$ cat src/rtl/dma_rdy_pkg.sv
package dma_rdy_pkg;
  typedef enum logic {
    HS_SINGLE = 1'b0,
    HS_BLOCK  = 1'b1
  } hs_mode_e;
endpackage

$ cat src/rtl/dma_rdy_mode_sel.sv
module dma_rdy_mode_sel
  import dma_rdy_pkg::*;
#(
  parameter int DEPTH = 16,
  localparam int CW = $clog2(DEPTH + 1)
) (
  input  logic          fifo_en,
  input  logic          mode_block,
  input  logic [CW-1:0] rx_trig,
  output hs_mode_e      eff_mode,
  output logic [CW-1:0] eff_depth,
  output logic [CW-1:0] eff_trig
);
  localparam logic [CW-1:0] DEPTH_C = CW'(DEPTH);
  localparam logic [CW-1:0] ONE_C   = CW'(1);

  always_comb begin
    // Disabled FIFOs collapse to a one-entry single-character holding stage.
    eff_mode  = (fifo_en && mode_block) ? HS_BLOCK : HS_SINGLE;
    eff_depth = fifo_en ? DEPTH_C : ONE_C;
    if (rx_trig == '0)          eff_trig = ONE_C;
    else if (rx_trig > DEPTH_C) eff_trig = DEPTH_C;
    else                        eff_trig = rx_trig;
  end
endmodule

$ cat src/rtl/dma_rdy_tx.sv
module dma_rdy_tx
  import dma_rdy_pkg::*;
#(
  parameter int DEPTH = 16,
  localparam int CW = $clog2(DEPTH + 1)
) (
  input  logic          clk,
  input  logic          rst_n,
  input  hs_mode_e      eff_mode,
  input  logic [CW-1:0] eff_depth,
  input  logic [CW-1:0] tx_level,
  output logic          tx_ready_n,
  output logic          tx_irq
);
  logic has_space, is_empty, is_full;
  logic rdy_n_d, irq_d;

  always_comb begin
    has_space = tx_level < eff_depth;
    is_empty  = tx_level == '0;
    is_full   = tx_level >= eff_depth;
    unique case (eff_mode)
      HS_BLOCK: begin
        // Hysteresis: assert when drained, release when full, else hold.
        if (is_empty)     rdy_n_d = 1'b0;
        else if (is_full) rdy_n_d = 1'b1;
        else              rdy_n_d = tx_ready_n;
        irq_d = is_empty;
      end
      default: begin
        rdy_n_d = !has_space;
        irq_d   = has_space;
      end
    endcase
  end

  always_ff @(posedge clk) begin
    if (!rst_n) begin
      tx_ready_n <= 1'b1;
      tx_irq     <= 1'b0;
    end else begin
      tx_ready_n <= rdy_n_d;
      tx_irq     <= irq_d;
    end
  end
endmodule

$ cat src/rtl/dma_rdy_rx.sv
module dma_rdy_rx
  import dma_rdy_pkg::*;
#(
  parameter int DEPTH = 16,
  localparam int CW = $clog2(DEPTH + 1)
) (
  input  logic          clk,
  input  logic          rst_n,
  input  hs_mode_e      eff_mode,
  input  logic [CW-1:0] eff_trig,
  input  logic [CW-1:0] rx_level,
  output logic          rx_ready_n,
  output logic          rx_irq
);
  logic want;

  always_comb begin
    unique case (eff_mode)
      HS_BLOCK: want = rx_level >= eff_trig;
      default:  want = rx_level != '0;
    endcase
  end

  always_ff @(posedge clk) begin
    if (!rst_n) begin
      rx_ready_n <= 1'b1;
      rx_irq     <= 1'b0;
    end else begin
      rx_ready_n <= !want;
      rx_irq     <= want;
    end
  end
endmodule

$ cat src/rtl/dma_ready_gen.sv
module dma_ready_gen
  import dma_rdy_pkg::*;
#(
  parameter int DEPTH = 16,
  localparam int CW = $clog2(DEPTH + 1)
) (
  input  logic          clk,
  input  logic          rst_n,
  input  logic          fifo_en,
  input  logic          mode_block,
  input  logic [CW-1:0] tx_level,
  input  logic [CW-1:0] rx_level,
  input  logic [CW-1:0] rx_trig,
  output logic          tx_ready_n,
  output logic          rx_ready_n,
  output logic          tx_irq,
  output logic          rx_irq
);
  hs_mode_e      eff_mode;
  logic [CW-1:0] eff_depth;
  logic [CW-1:0] eff_trig;

  dma_rdy_mode_sel #(.DEPTH(DEPTH)) u_mode (
    .fifo_en    (fifo_en),
    .mode_block (mode_block),
    .rx_trig    (rx_trig),
    .eff_mode   (eff_mode),
    .eff_depth  (eff_depth),
    .eff_trig   (eff_trig)
  );

  dma_rdy_tx #(.DEPTH(DEPTH)) u_tx (
    .clk        (clk),
    .rst_n      (rst_n),
    .eff_mode   (eff_mode),
    .eff_depth  (eff_depth),
    .tx_level   (tx_level),
    .tx_ready_n (tx_ready_n),
    .tx_irq     (tx_irq)
  );

  dma_rdy_rx #(.DEPTH(DEPTH)) u_rx (
    .clk        (clk),
    .rst_n      (rst_n),
    .eff_mode   (eff_mode),
    .eff_trig   (eff_trig),
    .rx_level   (rx_level),
    .rx_ready_n (rx_ready_n),
    .rx_irq     (rx_irq)
  );
endmodule

$ cat config.mk
export PLATFORM = sky130hd
export DESIGN_NAME = dma_ready_gen
export DESIGN_NICKNAME = d
export VERILOG_FILES = /design/src/rtl/dma_rdy_pkg.sv /design/src/rtl/dma_rdy_mode_sel.sv /design/src/rtl/dma_rdy_tx.sv /design/src/rtl/dma_rdy_rx.sv /design/src/rtl/dma_ready_gen.sv
export SDC_FILE = /design/constraint.sdc
export NUM_CORES = 1
export LEC_CHECK = 0
export BUFFER_PORTS_ARGS = -buffer_cell sky130_fd_sc_hd__buf_2
export CAP_MARGIN = 0
export CORE_AREA = 2 2 39 41
export DETAILED_ROUTE_END_ITERATION = 12
export DIE_AREA = 0 0 41 43
export PLACE_DENSITY = 0.63
export SYNTH_ARGS = -nofsm -noshare
export SYNTH_HDL_FRONTEND = slang
export SYNTH_SLANG_ARGS = --single-unit
$ cat constraint.sdc
create_clock -name clk -period 1.25 [get_ports clk]
set_input_delay 0.0625 -clock clk [delete_from_list [all_inputs] [get_ports clk]]
set_output_delay 0.0625 -clock clk [all_outputs]
set_load 0.02 [all_outputs]
Yosys cells after proc, flatten, opt, wreduce, memory -nomap -nowiden
Index checks and enable logic that the tools add are counted.
{ "classes": {"eq_ne": 1, "reduce_logical": 6, "order_cmp": 4, "mux": 9} }
{ "ops": {"columns": ["operator", "n"], "rows": [
  ["5-bit 2-to-1 mux", 3],
  ["5-bit greater-or-equal comparator", 2],
  ["5-bit zero test", 2],
  ["1-bit 2-to-1 mux", 6],
  ["5-bit greater-than comparator, second input constant", 1],
  ["5-bit < comparator", 1],
  ["5-bit nonzero test", 1],
  ["3-bit by 1-bit inequality test with 1-bit output, second input constant", 1],
  ["1-bit zero test", 2],
  ["1-bit logical AND", 1]
]} }
{ "totals": {"output_inout_bits": 4, "in_bits": 19, "register_bits": 4, "word_cells": 24} }

Depth between registers and ports, before layout
Gate-level depths: netlist of run 1.
{ "depth": {"depth_word": 6, "depth_mapped": 8, "mapped_depth_nobuf": 8} }

By module
From an unflattened synthesis of run 1, not the netlist that was laid out.
{ "hier_totals": {"cells_unflattened": 63, "hier_area_um2": 490.5} }
{ "modules_own_cells": {"columns": ["mod", "seq_area_each_um2", "area_each_um2", "cells_per_inst", "n_inst"], "rows": [
  ["dma_rdy_tx", 40.0, 217.7, 27, 1],
  ["dma_rdy_rx", 40.0, 191.4, 22, 1],
  ["dma_rdy_mode_sel", 0.0, 81.3, 14, 1]
]} }

Least setup slack after synthesis of run 1
OpenSTA, ideal clock, no wires.
{ "synth_timing": {"path_type": "input-to-reg", "startpoint": "input port rx_trig[1]", "endpoint": "register u_rx.rx_irq", "required_time_ns": 1.128, "t_arrival_ns": 1.219, "cell_stages": 8, "path_slack_ns": -0.091, "setup_ns": 0.122, "n_path_buf": 0, "path_cell_list": "nor3_1 > nor2_1 > nor2_1 > ha_1 > nor2b_1 > o21ai_0 > a311o_1 > o311a_1"} }
{ "synth_between": {"elab_chain_cells": 5, "word_cells_on_any_way": 6, "classes_between": "2 x order compare; 3 x mux; 1 x reduce/logical"} }
{ "synth_lines": {"columns": ["item", "line", "rtl"], "rows": [
  ["from (decl)", "dma_ready_gen.sv:13", "input logic [CW-1:0] rx_trig,"],
  ["5-bit greater-than comparator", "dma_rdy_mode_sel.sv:22", "else if (rx_trig > DEPTH_C) eff_trig = DEPTH_C;"],
  ["5-bit 2-to-1 mux", "dma_rdy_mode_sel.sv:22", null],
  ["5-bit 2-to-1 mux (*)", "dma_rdy_mode_sel.sv:21", "if (rx_trig == '0) eff_trig = ONE_C;"],
  ["5-bit greater-or-equal comparator (*)", "dma_rdy_rx.sv:19", "HS_BLOCK: want = rx_level >= eff_trig;"],
  ["1-bit 2-to-1 mux (*)", "dma_rdy_rx.sv:18", "unique case (eff_mode)"],
  ["to (signal assigned)", "dma_rdy_rx.sv:30", "rx_irq <= want;"],
  ["to (decl)", "dma_rdy_rx.sv:13", "output logic rx_irq"]
]} }
Every way passes the cells marked *; elsewhere a longest branch is shown, timed or not.
A chain may end at the register's enable or synchronous reset.

Worst setup path after layout of run 1
Ends and elaborated chain as after synthesis.

==> results of run 1 <==
-- cells by family (layout without fill, tap and decap cells) --
kind of cell               after synthesis  in the layout  synth area share
and+or+nand+nor                         16             16             0.228
adders and majority gates                7              7             0.257
AOI/OAI and AO/OA                       10             10             0.221
DFF                                      4              4             0.235
buffers and inverters                    5             31            0.0588
-- metrics by stage --
stage / hold slack, ns / std cells / cell area (µm²)
global placement: 0.283 / 81 / 485
floorplan: 0.139 / 42 / 345
detailed placement: 0.284 / 81 / 485
global route: 0.0503 / 84 / 527
finish: 0.0456 / 84 / 527
CTS: 0.0383 / 84 / 508
-- worst max path at each step --
stage	startpoint	endpoint	slack, ns	depth (start not counted)
finish	rx_trig[1]	u_rx.rx_irq	0.06	9
detailed placement	rx_trig[1]	u_rx.rx_irq	-0.21	9
CTS	rx_trig[1]	u_rx.rx_irq	0.04	9
global route	rx_trig[1]	u_rx.rx_irq	-0.05	9
floorplan	rx_trig[1]	u_rx.rx_irq	0.02	8
global placement	rx_trig[1]	u_rx.rx_irq	-0.18	9
-- cell usage after synthesis --
cell	count
a211oi_1	1
a21boi_0	1
a21oi_1	1
a311o_1	1
a31o_2	1
and2_1	1
buf_2	1
dfxtp_1	4
ha_1	7
inv_1	4
nand2_1	7
nor2_1	2
nor2b_1	1
nor3_1	4
o21a_1	1
o21ai_0	2
o311a_1	1
o311ai_1	1
or4_4	1
-- critical path: stages --
cell and delay, ns:
buf_6 0.10, nor3_4 0.15, nor2_1 0.05, nor2_1 0.08, ha_1 0.23, nor2b_1 0.12, o21ai_1 0.08, a311o_1 0.29
o311a_1 0.14
-- final cells by class --
class / count / area, µm²
Sequential cell: 4 / 80.1
Timing Repair Buffer: 24 / 138
Clock buffer: 3 / 22.5
Inverter: 4 / 15.0
Tap cell: 16 / 20.0
Multi-Input combinational cell: 33 / 251
Fill cell: 154 / 857
-- power breakdown --
part           switching [mW]  leakage (nW)  internal, mW
registers             0.00242        0.0334         0.138
logic                  0.0656         0.223        0.0679
clock network          0.0509        0.0138         0.107
total                   0.119         0.271         0.314
-- registers in the layout, indices dropped and copies added, names as in the netlist --
signal / cells
u_rx.rx_ready_n: 1
u_rx.rx_irq: 1
u_tx.tx_ready_n: 1
u_tx.tx_irq: 1
-- layer usage --
metal,share of wire,track usage,vias up
li1,-,-,207
met2,0.53,0.175,15
met1,0.39,0.0984,167
met4,0,0.0800,0
met3,0.082,0,0
met5,0,0,-
-- what timing repair did --
action | 4_1_cts | 5_1_grt
endpoints found under the hold margin | 0 | 0
gates resized for setup | 0 | 4
setup endpoints to repair | 0 | 2
==> flow_metrics.py, run 1 <==
metrics = {
    "floorplanning": {
        "die_h_um": 43,
        "core_area_um2": 1380,
        "start_util": 0.246,
        "rows": 14,
        "die_x_um": 41,
        "design.die.area_um2": 1760,
        "ioPinCount": 23,
    },
    "sta": {
        "clock_skew_ns": 0,
        "min_period_over_period": 0.953,
        "finalCriticalPeriod_ns": 1.19,
        "setup_viol": 0,
        "fin_ws_ns": 0.0584,
        "slew_headroom": 0.807,
        "rsz0062_at_grt": "yes",
        "hold_violations": 0,
        "tns_ns": 0,
        "slew_viol_final": 0,
        "worstMarginPinSlew_ns": 0.288,
        "fmax_ghz": 0.839,
    },
    "route": {
        "first_pass_iters": 2,
        "drc": 0,
        "wire_per_inst_um": 8.46,
        "wirelength_um": 711,
        "drt-initial-drc-count": 1,
        "vias": 389,
        "ant_nets": 0,
        "vias_per_cell": 4.63,
    },
    "worst_setup_path": {
        "arrival_ns": 1.31,
        "rr_endpoint": "u_tx.tx_ready_n",
        "reg2reg_setup_slack_ns": 0.31,
        "worst-path-max-fanout": 2,
        "r2r-start": "u_tx.tx_ready_n",
        "crit_path_end_kind": "flop",
        "start_kind": "primary input",
        "reg2reg_depth": 3,
        "path_class": "primary input to flop",
        "required_ns": 1.36,
    },
    "place": {
        "globalplace.congestion": 0.631,
        "portBuffers": 22,
        "dpl.hpwl_um": 649,
        "place_ws_ns": -0.213,
    },
    "grt": {
        "grtUsageTotal": 0.0990,
        "grt_max_degree": 7,
        "grt_pass1_wl_mm": 1.21,
        "antenna_found_initial": 0,
        "grt_pass1_vias": 372,
        "grt_overflow": 0,
    },
    "logic_synthesis": {
        "synth-seq-cells": 4,
        "synth.area.top_cells": "ha_1 26%, dfxtp_1 24%, nand2_1 7.7%, nor3_1 5.9%, inv_1 4.4%",
        "ys.warnings.count": 0,
        "synthesis.nets": 68,
        "synth_top_cell_by_area": "ha_1",
        "yosysSeqAreaShare": 0.235,
        "synthDistinctLibCells": 19,
        "synth_cells": 42,
        "synth_top_area_frac": 0.257,
        "synth_area_um2": 340,
        "avgSynthCellArea_um2": 8.10,
    },
    "clock_tree": {
        "cts_sinks": 4,
        "htreeDepth": 1,
        "clk_latency_ns": 0.23,
        "cts_hold_buf": 0,
        "cts_tree": "done",
        "clk_pin_slew_ns": 0.04,
        "ctsRootBufferMaster": "clkbuf_4",
        "cts_setup_buffers": 0,
        "clockBufferDepth": 2,
        "cts_buffers": 3,
    },
    "final_layout": {
        "final_common_cell": "buf_2",
        "final_util": 0.381,
        "diodes": 0,
        "fin_nets": 96,
        "area_growth_pct": 54.8,
        "drive_above_1_share": 0.441,
        "final_cell_mix": "20 x buf_2, 7 x nand2_1, 7 x ha_1",
    },
    "flow_run": {
        "max-cap-violations": 0,
    },
    "min_path": {
        "hold_end": "u_tx.tx_ready_n",
        "hp-start": "rst_n",
        "hold-path-cell-count": 2,
        "hold_path.class": "primary input to flop",
    },
    "pwr": {
        "leakagePower_nw": 0.271,
        "power-per-cell-area_nw_per_um2": 821,
        "peakVddDrop_mv": 0.203,
        "total_power_uw": 432,
    },
    "status": {
        "run_status": "finished, final reports clean",
    },
}
Power figures use the tool's default switching activity.
==> inputs of run 2 (changes only) <==
Settings changed: CORE_AREA 2 2 39 41 to 5 5 42 44, DIE_AREA 0 0 41 43 to 0 0 47 49.
Clock period 1.25 ns to 1.06 ns, I/O delays scaled along.
==> flow_metrics.py, run 2 (synthesized netlist as in run 1, its figures left out) <==
metrics = {
    "clock_tree": {
        "htreeDepth": 1,
        "clk_latency_ns": 0.23,
        "clk_pin_slew_ns": 0.04,
        "clockBufferDepth": 2,
        "cts_sinks": 4,
        "cts_setup_buffers": 0,
        "ctsRootBufferMaster": "clkbuf_4",
        "cts_buffers": 3,
        "cts_tree": "done",
    },
    "sta": {
        "fmax_ghz": 0.861,
        "slew_viol_final": 0,
        "rsz0062_at_grt": "yes",
        "worstMarginPinSlew_ns": 0.285,
        "hold_violations": 0,
        "min_period_over_period": 1.10,
        "slew_headroom": 0.808,
        "clock_skew_ns": 0,
        "fin_ws_ns": -0.102,
        "setup_viol": 2,
        "finalCriticalPeriod_ns": 1.16,
    },
    "status": {
        "violations": "negative setup slack",
        "run_status": "complete, but fails checks",
    },
    "final_layout": {
        "drive_above_1_share": 0.457,
        "final_common_cell": "buf_2",
        "fill_cells": 169,
        "stdcell_area_um2": 536,
        "diodes": 0,
        "final_cell_mix": "20 x buf_2, 7 x nand2_1, 7 x ha_1",
        "fin_nets": 98,
        "area_growth_pct": 57.4,
        "final_util": 0.382,
    },
    "flow_run": {
        "max-cap-violations": 0,
    },
    "worst_setup_path": {
        "r2r-start": "u_tx.tx_ready_n",
        "start_kind": "primary input",
        "required_ns": 1.18,
        "crit_path_end_kind": "flop",
        "path_class": "primary input to flop",
        "arrival_ns": 1.28,
        "startpoint": "rx_trig[1]",
        "worst-path-max-fanout": 2,
    },
    "min_path": {
        "hp-start": "rst_n",
        "hold_path.class": "primary input to flop",
    },
    "floorplanning": {
        "start_util": 0.243,
        "design.die.area_um2": 2300,
        "core_area_um2": 1400,
        "die_h_um": 49,
        "rows": 14,
        "ioPinCount": 23,
        "die_x_um": 47,
    },
    "grt": {
        "grt_overflow": 0,
        "grtUsageTotal": 0.0795,
        "antenna_found_initial": 0,
        "grt_pass1_vias": 387,
        "grt_max_degree": 5,
        "grt_pass1_wl_mm": 1.37,
    },
    "place": {
        "dpl.hpwl_um": 769,
        "portBuffers": 22,
        "globalplace.congestion": 0.668,
        "placed_area_um2": 500,
    },
    "pwr": {
        "total_power_uw": 512,
        "power-per-cell-area_nw_per_um2": 957,
        "peakVddDrop_mv": 0.266,
        "leakagePower_nw": 0.278,
    },
    "route": {
        "vias_per_cell": 4.56,
        "first_pass_iters": 3,
        "drc": 0,
        "ant_nets": 0,
        "drt-initial-drc-count": 3,
        "wirelength_um": 846,
        "wire_per_inst_um": 9.84,
        "vias": 392,
    },
}
==> run 2: changes by cell type in the layout (fill, tap and decap cells not counted) <==
cell    delta
buf_4      +2
nor3_2     +1
nor3_4     -1
==> run 2: worst max-delay path, cell delays in order <==
cell and delay (ns):
buf_6 0.09, nor3_2 0.16, nor2_1 0.05, nor2_1 0.08, ha_1 0.23, nor2b_1 0.11, o21ai_1 0.08, a311o_1 0.29
o311a_1 0.13
==> run 2: routing by layer <==
metal / wire length, µm / GRT usage / up-vias
li1: - / - / 208
met5: 0 / 0 / -
met2: 436 / 0.133 / 17
met3: 110 / 0.0258 / 0
met4: 0 / 0.0415 / 0
met1: 299 / 0.0833 / 167
==> run 2: final timing paths <==
check                                  endpoint  slack [ns]  cells past startpoint
worst max register to register  u_tx.tx_ready_n        0.13                      3
worst min register to register  u_tx.tx_ready_n        0.63                      3
worst min-delay path            u_tx.tx_ready_n        0.04                      2
worst max-delay path                u_rx.rx_irq       -0.10                      9
==> run 2: where the power goes <==
| group | switching, mW | internal (mW) | total [mW] | leakage (nW) |
|---|---|---|---|---|
| clock network | 0.0572 | 0.126 | 0.183 | 0.0138 |
| logic | 0.0783 | 0.0846 | 0.163 | 0.231 |
| registers | 0.00275 | 0.163 | 0.166 | 0.0334 |
==> run 2: layout make-up <==
class	count	area, µm²	share of cell area
Clock buffer	3	22.5	0.0421
Inverter	4	15.0	0.0280
Multi-Input combinational cell	33	245	0.458
Sequential cell	4	80.1	0.150
Tap cell	16	20.0	0.0374
Timing Repair Buffer	26	153	0.285
==> run 2: per-stage QoR <==
stage	cells	hold slack, ns	TNS [ns]	setup WS (ns)
3_5_place_dp	83	0.275	-0.772	-0.359
2_1_floorplan	42	0.129	-0.249	-0.158
3_3_place_gp	83	0.276	-0.678	-0.328
4_1_cts	86	0.0337	-0.118	-0.0981
6_report	86	0.0435	-0.127	-0.102
5_1_grt	86	0.0427	-0.358	-0.205
==> run 2: repair_timing <==
| item | CTS | global route |
|---|---|---|
| hold buffers | 0 | 0 |
| pin swaps | 1 | 0 |
| resized for setup | 1 | 1 |
| cloned | 0 | 0 |
| endpoints found under the setup margin | 2 | 2 |
